<file path="config.mk">
export PLATFORM = sky130hd
export DESIGN_NAME = cfg_hdr_parser
export DESIGN_NICKNAME = d
export VERILOG_FILES = /design/src/rtl/cfg_hdr_pkg.sv /design/src/rtl/cfg_hdr_sig.sv /design/src/rtl/cfg_hdr_count.sv /design/src/rtl/cfg_hdr_parser.sv
export SDC_FILE = /design/constraint.sdc
export NUM_CORES = 1
export LEC_CHECK = 0
export CORE_UTILIZATION = 45
export CTS_BUF_LIST = sky130_fd_sc_hd__clkbuf_4 sky130_fd_sc_hd__clkbuf_8 sky130_fd_sc_hd__clkbuf_16
export DETAILED_ROUTE_END_ITERATION = 10
export PLACE_DENSITY = 0.77
export SYNTH_ARGS = -nofsm -noshare
export SYNTH_HDL_FRONTEND = slang
export SYNTH_SLANG_ARGS = --single-unit
</file>
<file path="constraint.sdc">
create_clock -name clk -period 3.5 [get_ports clk]
set_input_delay 0.7 -clock clk [delete_from_list [all_inputs] [get_ports clk]]
set_output_delay 0.7 -clock clk [all_outputs]
set_load 0.03 [all_outputs]
</file>
<file path="src/rtl/cfg_hdr_pkg.sv">
package cfg_hdr_pkg;
  localparam int SIG_LEN = 13;

  typedef enum logic [2:0] {
    PS_SIG, PS_TAG, PS_LEN, PS_SKIP, PS_PAY, PS_DONE, PS_FAIL
  } pstate_e;

  function automatic logic [7:0] sig_byte(input int unsigned idx);
    case (idx)
      0, 10, 11: sig_byte = 8'h00;
      1:         sig_byte = 8'h09;
      2, 4, 6, 8: sig_byte = 8'h0F;
      3, 5, 7, 9: sig_byte = 8'hF0;
      default:   sig_byte = 8'h01;
    endcase
  endfunction
endpackage

</file>
<file path="src/rtl/cfg_hdr_sig.sv">
module cfg_hdr_sig #(
  parameter int N = cfg_hdr_pkg::SIG_LEN
) (
  input  logic       clk,
  input  logic       rst_n,
  input  logic       step,
  input  logic [7:0] byte_in,
  output logic       mismatch,
  output logic       at_end
);
  localparam int IW = $clog2(N);
  localparam logic [IW-1:0] LAST = IW'(N - 1);

  logic [IW-1:0] idx;

  always_ff @(posedge clk) begin
    if (!rst_n) idx <= '0;
    else if (step && idx != LAST) idx <= idx + 1'b1;
  end

  assign mismatch = byte_in != cfg_hdr_pkg::sig_byte(32'(idx));
  assign at_end   = idx == LAST;


  sig_idx_range_chk: assert property (@(posedge clk) disable iff (!rst_n)
    idx <= LAST);
endmodule

</file>
<file path="src/rtl/cfg_hdr_count.sv">
module cfg_hdr_count #(
  parameter int W = 32
) (
  input  logic         clk,
  input  logic         rst_n,
  input  logic         load,
  input  logic [W-1:0] load_val,
  input  logic         dec,
  output logic         is_one
);
  logic [W-1:0] cnt;

  always_ff @(posedge clk) begin
    if (!rst_n)    cnt <= '0;
    else if (load) cnt <= load_val;
    else if (dec)  cnt <= cnt - 1'b1;
  end

  assign is_one = cnt == W'(1);


  count_no_underflow_chk: assert property (@(posedge clk) disable iff (!rst_n)
    dec |-> cnt != '0);
endmodule

</file>
<file path="src/rtl/cfg_hdr_parser.sv">
module cfg_hdr_parser #(
  parameter int          LEN_W     = 32,
  parameter int          SHORT_B   = 2,
  parameter int          SHORT_MAX = 255,
  parameter logic [7:0]  TAG_FIRST = 8'h61,
  parameter logic [7:0]  TAG_PAY   = 8'h65
) (
  input  logic             clk,
  input  logic             rst_n,
  input  logic             in_valid,
  input  logic [7:0]       in_data,
  input  logic             in_last,
  output logic             in_ready,
  output logic             pay_valid,
  output logic [7:0]       pay_data,
  input  logic             pay_ready,
  output logic [LEN_W-1:0] pay_len,
  output logic [LEN_W-3:0] pay_words,
  output logic             found,
  output logic             fail
);
  import cfg_hdr_pkg::*;

  localparam int LONG_B = LEN_W / 8;
  localparam int LB_W   = $clog2(LONG_B + 1);

  pstate_e          st, nxt;
  logic [LEN_W-1:0] len_acc, new_len;
  logic [LB_W-1:0]  len_left;
  logic             is_pay;
  logic             accept;
  logic             sig_step, sig_bad, sig_end;
  logic             cnt_load, cnt_dec, cnt_one;

  cfg_hdr_sig #(.N(SIG_LEN)) u_sig (
    .clk(clk), .rst_n(rst_n), .step(sig_step), .byte_in(in_data),
    .mismatch(sig_bad), .at_end(sig_end)
  );

  cfg_hdr_count #(.W(LEN_W)) u_cnt (
    .clk(clk), .rst_n(rst_n), .load(cnt_load), .load_val(new_len),
    .dec(cnt_dec), .is_one(cnt_one)
  );

  assign in_ready  = (st == PS_SIG) || (st == PS_TAG) || (st == PS_LEN) ||
                     (st == PS_SKIP) || (st == PS_PAY && pay_ready);
  assign accept    = in_valid && in_ready;
  assign pay_valid = (st == PS_PAY) && in_valid;
  assign pay_data  = in_data;
  assign new_len   = {len_acc[LEN_W-9:0], in_data};
  assign found     = st == PS_DONE;
  assign fail      = st == PS_FAIL;
  assign pay_words = pay_len[LEN_W-1:2];

  always_comb begin
    nxt      = st;
    sig_step = 1'b0;
    cnt_load = 1'b0;
    cnt_dec  = 1'b0;
    if (accept) begin
      case (st)
        PS_SIG: begin
          sig_step = 1'b1;
          if (sig_bad)      nxt = PS_FAIL;
          else if (sig_end) nxt = PS_TAG;
        end
        PS_TAG:
          nxt = (in_data >= TAG_FIRST && in_data <= TAG_PAY) ? PS_LEN : PS_FAIL;
        PS_LEN:
          if (len_left == LB_W'(1)) begin
            if (!is_pay && new_len > LEN_W'(SHORT_MAX)) nxt = PS_FAIL;
            else if (new_len == '0) nxt = is_pay ? PS_DONE : PS_TAG;
            else begin
              cnt_load = 1'b1;
              nxt      = is_pay ? PS_PAY : PS_SKIP;
            end
          end
        PS_SKIP, PS_PAY: begin
          cnt_dec = 1'b1;
          if (cnt_one) nxt = (st == PS_PAY) ? PS_DONE : PS_TAG;
        end
        default: nxt = st;
      endcase
    end
  end

  always_ff @(posedge clk) begin
    if (!rst_n) begin
      st       <= PS_SIG;
      len_acc  <= '0;
      len_left <= '0;
      is_pay   <= 1'b0;
      pay_len  <= '0;
    end else begin
      if (accept && in_last && nxt != PS_DONE) st <= PS_FAIL;
      else                                      st <= nxt;
      if (accept && st == PS_TAG) begin
        is_pay   <= in_data == TAG_PAY;
        len_left <= (in_data == TAG_PAY) ? LB_W'(LONG_B) : LB_W'(SHORT_B);
        len_acc  <= '0;
      end
      if (accept && st == PS_LEN) begin
        len_acc  <= new_len;
        len_left <= len_left - 1'b1;
        if (is_pay && len_left == LB_W'(1)) pay_len <= new_len;
      end
    end
  end


  found_hold_chk: assert property (@(posedge clk) disable iff (!rst_n)
    found |=> found);

  fail_hold_chk: assert property (@(posedge clk) disable iff (!rst_n)
    fail |=> fail);

  flag_clash_chk: assert property (@(posedge clk) disable iff (!rst_n)
    !(found && fail));

  no_drop_chk: assert property (@(posedge clk) disable iff (!rst_n)
    (pay_valid && in_ready) |-> pay_ready);

  found_on_accept_chk: assert property (@(posedge clk) disable iff (!rst_n)
    $rose(found) |-> $past(accept));
endmodule

</file>
Yosys cells after proc, flatten, opt, wreduce, memory -nomap -nowiden

Memories as Yosys holds them, arrays and structs flattened. A register that Yosys moved wholly into a read port is not among the register bits.
Cells that the tools add are included.

Bits in registers: 99
Bits in latches: 0
Bits in writable memories: 0
Bits in read-only memories: 128
Input bits: 13
Output and inout bits: 74
Logic and storage cells: 83
Memories kept: 1

Memory list:

| name             | words | bits a word | read ports | clocked after memory_dff | write ports | line             | source |
|---|---|---|---|---|---|---|---|
| (name not given) | 16    | 8           | 1          | 1                        | 0           | cfg_hdr_pkg.sv:9 | `case (idx)` |

Add/subtract/negate cells: 3
Multipliers: 0
Div/mod/pow operators: 0
$lt $le $gt $ge: 3
Equal/unequal tests: 13
Shift operators: 0
Multiplexer cells: 31
Bitwise logic cells: 1
Reductions and logical operators: 23

Operators by type and width:

| kind                    | number |
|---|---|
| $mux W32                | 2 |
| $mux W24                | 2 |
| $mux W3                 | 15 |
| $eq A32 B1 Y1 const B   | 1 |
| $gt A32 B8 Y1 const B   | 1 |
| $logic_not A32 Y1       | 1 |
| $sub A32 B1 Y32 const B | 1 |
| $pmux W3 S4             | 1 |
| $logic_and A1 B1 Y1     | 11 |
| $eq A3 B3 Y1 const B    | 3 |
| $mux W1                 | 9 |
| $eq A8 B7 Y1 const B    | 1 |
| $ge A8 B7 Y1 const B    | 1 |
| $le A8 B7 Y1 const B    | 1 |
| $mux W4                 | 2 |
| $ne A8 B8 Y1            | 1 |
| $eq A3 B1 Y1 const B    | 2 |
| $eq A3 B2 Y1 const B    | 2 |
| $add A4 B1 Y4 const B   | 1 |
| $eq A4 B4 Y1 const B    | 1 |
| $logic_or A1 B1 Y1      | 4 |
| $ne A4 B4 Y1 const B    | 1 |
| $reduce_bool A2 Y1      | 2 |
| $reduce_or A2 Y1        | 2 |
| other kinds (6)         | 6 |

Logic depth before layout (Yosys ltp)

Depth after elaboration: 10
Mapped depth: 10
Mapped depth without buffers: 10

Cells and area by module

From an unflattened synthesis, not the netlist that was laid out.

Cell total of the unflattened synthesis: 669
Area total of the unflattened synthesis: 5410.2 um^2

By module, submodules not included:

| module         | times used | cells an instance | area each (um^2) | seq. area each (um^2) |
|---|---|---|---|---|
| cfg_hdr_parser | 1          | 355               | 2866.5           | 1261.2 |
| cfg_hdr_count  | 1          | 248               | 1961.9           | 640.6 |
| cfg_hdr_sig    | 1          | 66                | 581.8            | 160.2 |

Least setup slack after synthesis

No wires, ideal clock.

Kind: input to register
Start point: input port in_data[4]
End point: register u_cnt.cnt[28]
Setup time: 0.132 ns
Arrival time: 2.254 ns
Required time: 3.368 ns
Slack: 1.114 ns
Stages on the path: 8
Buffers on the path: 2
Cell sequence: or4_1 -> o211ai_1 -> nor3_1 -> or2_0 -> buf_2 -> buf_6 -> a22oi_1 -> a21oi_1

Longest elaborated chain between the ends: 7
Elaborated cells on any way between the ends: 10
Classes of those cells: order compare (1); mux (6); reduce/logical (3)

RTL lines:

| what                                                      | line                                       | source |
|---|---|---|
| from (decl)                                               | cfg_hdr_parser.sv:11                       | `input logic [7:0] in_data,` |
| $gt A32 B8 Y1 / $logic_not A32 Y1 (equally long branches) | cfg_hdr_parser.sv:71, cfg_hdr_parser.sv:72 |  |
| $logic_and A1 B1 Y1 / $mux W1 (equally long branches)     | cfg_hdr_parser.sv:71, cfg_hdr_parser.sv:72 |  |
| $mux W1 *                                                 | cfg_hdr_parser.sv:71                       | `if (!is_pay && new_len > LEN_W'(SHORT_MAX)) nxt = PS_FAIL;` |
| $mux W1 *                                                 | cfg_hdr_parser.sv:70                       | `if (len_left == LB_W'(1)) begin` |
| $mux W1 *                                                 | cfg_hdr_parser.sv:61                       | `case (st)` |
| $mux W1 *                                                 | cfg_hdr_parser.sv:60                       | `if (accept) begin` |
| $mux W32 / $reduce_bool A2 Y1 (equally long branches)     | --                                         |  |
| to (signal assigned)                                      | cfg_hdr_count.sv:15                        | `else if (load) cnt <= load_val;` |
| to (signal assigned)                                      | cfg_hdr_count.sv:16                        | `else if (dec) cnt <= cnt - 1'b1;` |
| to (decl)                                                 | cfg_hdr_count.sv:11                        | `logic [W-1:0] cnt;` |

Mark *: on every way between the ends. The rest lies on a longest branch, timed or not.
A chain may end at the register's enable or synchronous reset.

Final worst setup path

Start point: input port pay_ready
End point: output port in_ready

Longest elaborated chain between the ends: 2

RTL lines:

| what                | line                 | source |
|---|---|---|
| from (decl)         | cfg_hdr_parser.sv:16 | `input logic pay_ready,` |
| $logic_and A1 B1 Y1 | cfg_hdr_parser.sv:46 | `(st == PS_SKIP) \|\| (st == PS_PAY && pay_ready);` |
| $logic_or A1 B1 Y1  | cfg_hdr_parser.sv:46 |  |
| to (decl)           | cfg_hdr_parser.sv:13 | `output logic in_ready,` |

No other way between the ends.

==> flow_metrics.tcl <==
set metrics [dict create \
    final_nets 701 \
    crit_path_frequent_cell "clkdlybuf4s50_1" \
    rsz0062_at_grt "false" \
    fin_tns_setup_ns 0 \
    avgSynthCellArea_um2 8.18 \
    synthSimpleGateAreaFrac_pct 26.0 \
    synth.top_cell.area_share_pct 40.0 \
    finalSetupViolations 0 \
    cts_made_buffers 9 \
    yosys.area_share.adder_pct 2.43 \
    synthMuxAreaShare_pct 0.388 \
    synthTopCellsByCount "103 x dfxtp_1, 81 x nand2_1, 63 x nor2_1" \
    yosys-top-cells-area "dfxtp_1 40%, nand2_1 5.9%, buf_4 5.5%, a22oi_1 5.1%, a21oi_1 4.8%" \
    drt-initial-drc-count 330 \
    syn-cell-area_mm2 0.00516 \
    synth_edf_count 0 \
    hold_buffers 0 \
    synth_cells 631 \
    cts_setup_buffers 0 \
    crit_arrival_ns 2.34 \
    max_cap_violations 0 \
    cp.buffers_inverters 2 \
    grt_max_degree 88 \
    grt-ovfl-total 0 \
    final_cells 822 \
    io_buffers 86 \
    diodes 0 \
    p_per_area_mw_per_mm2 450 \
    crit_path_start_kind "input port" \
    cpMaxStageDelayCell "clkdlybuf4s50_1" \
    status "complete, no violations" \
    clock_latency_ns 0.35 \
    fmax_ghz 0.329 \
    worst_path_largest_cell_delay_ns 0.75 \
    hp-class "reg -> reg" \
    root_buffer "clkbuf_16" \
    synth_cell_types 62 \
    clockBufferDepth 2 \
    core_mm2 0.0110 \
    gp_congestion 0.915 \
    tightest_slew_ns 1.03 \
    fin_crit_ns 3.04 \
    fp.dieH_um 109 \
    fin_skew_ns 0.0108 \
    yosysMostFrequentCell "dfxtp_1" \
    dp.cells 807 \
    synth_xor_area_share_pct 3.06 \
    p_leak_uw 0.00222 \
    cp-end-kind "output pin" \
    period_share_pct 86.7 \
    worstPathRequired_ns 2.80 \
    synth-seq-cells 103 \
    grt_antenna_before_repair 0 \
    routed_wl_um 13900 \
    area_growth_syn_to_layout_pct 20.5 \
    die-width_um 109 \
    cts_tree "done" \
    dp_hpwl_um 9780 \
    cp_max_fo 3 \
    synth_top_family_by_area "simple AND/OR/NAND/NOR gates" \
    synth_compound_area_share_pct 18.7 \
    slew_headroom_pct 30.7 \
    syn_nets 654 \
    h-tree-depth 3 \
    grt_pass1_wl_um 21900 \
    slew_viol_final 0 \
    ys.flop_type "dfxtp_1" \
    ioPinCount 87 \
    start_util_pct 47.0 \
    first_pass_iters 6 \
    viasPerCell 5.96 \
    ir_drop_mv 0.234 \
    synthArstFlopShare_pct 0 \
    power_uw 2800 \
    yosys.area.top_type "dfxtp_1" \
    postRouteAntennaNets 0 \
    final_layout_size_suffix_gt1_share_pct 7.62 \
    path_clk_slew_ns 0.07 \
    critPathKind "in -> out" \
    fillers 1008 \
    hold_violations 0 \
    num_vias 4901 \
    grt_pass1_vias 4400 \
    cp_cell_sequence "clkdlybuf4s50_1 -> nand2b_1 -> o21ai_0 -> clkdlybuf4s50_1" \
    seq_area_frac_synth_pct 40.0 \
    holdWs_ns 0.466 \
    ys_warn_count 0 \
    grt_use_total_pct 24.0 \
    critical-path-top-delay-family "buffers and inverters" \
    wl_per_cell_um 16.9 \
    die_area_mm2 0.0119 \
    drc 0 \
    cts_resized 0 \
    clock-sinks 103 \
    std_cell_rows 38 \
]
-- cell families after synthesis --
family	count (synthesis)
and+or+nand+nor	259
AOI/OAI and AO/OA	152
DFF	103
buffers and inverters	87
xor gates and xnor gates	18
adders and majority gates	10
muxes	2
-- report_power, final --
part           leakage (uW)  internal [uW]  switching [uW]  total [uW]
clock network      0.000132            491             476         967
logic               0.00126            220             337         557
registers          0.000833           1220            59.4        1280
-- tightest hold or removal path, stage by stage, from the launching register on --
cell and delay (ns):
dfxtp_1 0.32, nand2_1 0.05, a21oi_1 0.05
-- sequential cells by signal (all words and copies together), names as in the netlist, named ones only --
| name | cells |
|---|---|
| len_acc | 24 |
| pay_len | 32 |
| is_pay | 1 |
| len_left | 3 |
| u_sig.idx | 4 |
| u_cnt.cnt | 32 |
| st | 3 |
-- layout by cell type (no fill, tap or decap), types with 6 or more instances in the layout --
cell type,count
buf_4,19
and3_1,11
nand3_1,22
inv_1,16
xnor2_1,7
nand4_1,10
o211ai_1,6
o21ai_0,18
ha_1,10
a22oi_1,35
dfxtp_1,103
xor2_1,11
clkdlybuf4s50_1,86
nor3_1,13
nand2_1,81
a21oi_1,49
nor2_1,63
clkbuf_16,9
a31oi_1,12
nor4_1,10
-- worst paths after layout --
| path | start | end | slack [ns] | depth (start not counted) |
|---|---|---|---|---|
| max | pay_ready | in_ready | 0.46 | 4 |
| min | pay_len[1] | pay_len[1] | 0.47 | 2 |
| min reg2reg | pay_len[1] | pay_len[1] | 0.47 | 2 |
| max reg2reg | st[0] | u_cnt.cnt[8] | 0.94 | 6 |
-- stage by stage --
step | cell area [um2] | utilization, % | setup WS (ns)
after floorplan | 5160 | - | 1.11
after global placement | 5940 | 54.1 | 0.489
after detailed placement | 5940 | 54.1 | 0.439
after CTS | 6220 | 56.6 | 0.466
after global routing | 6220 | 56.6 | 0.424
final | 6220 | 56.6 | 0.464
-- final cells by class --
cell class                      instances  area, um2  area share, %
Clock buffer                            9        225           3.62
Clock inverter                          6       55.1          0.885
Inverter                               17       63.8           1.03
Multi-Input combinational cell        441       2610           42.0
Sequential cell                       103       2060           33.2
Tap cell                              140        175           2.82
Timing Repair Buffer                  106       1020           16.5
-- per-layer routing --
metal / share of wire (%) / GRT usage (%)
met2: 49 / 39.8
met1: 41 / 30.2
met5: 0 / 0
met3: 7.5 / 3.47
met4: 3.1 / 11.9
Note: power is estimated with default switching activity, not from simulation.
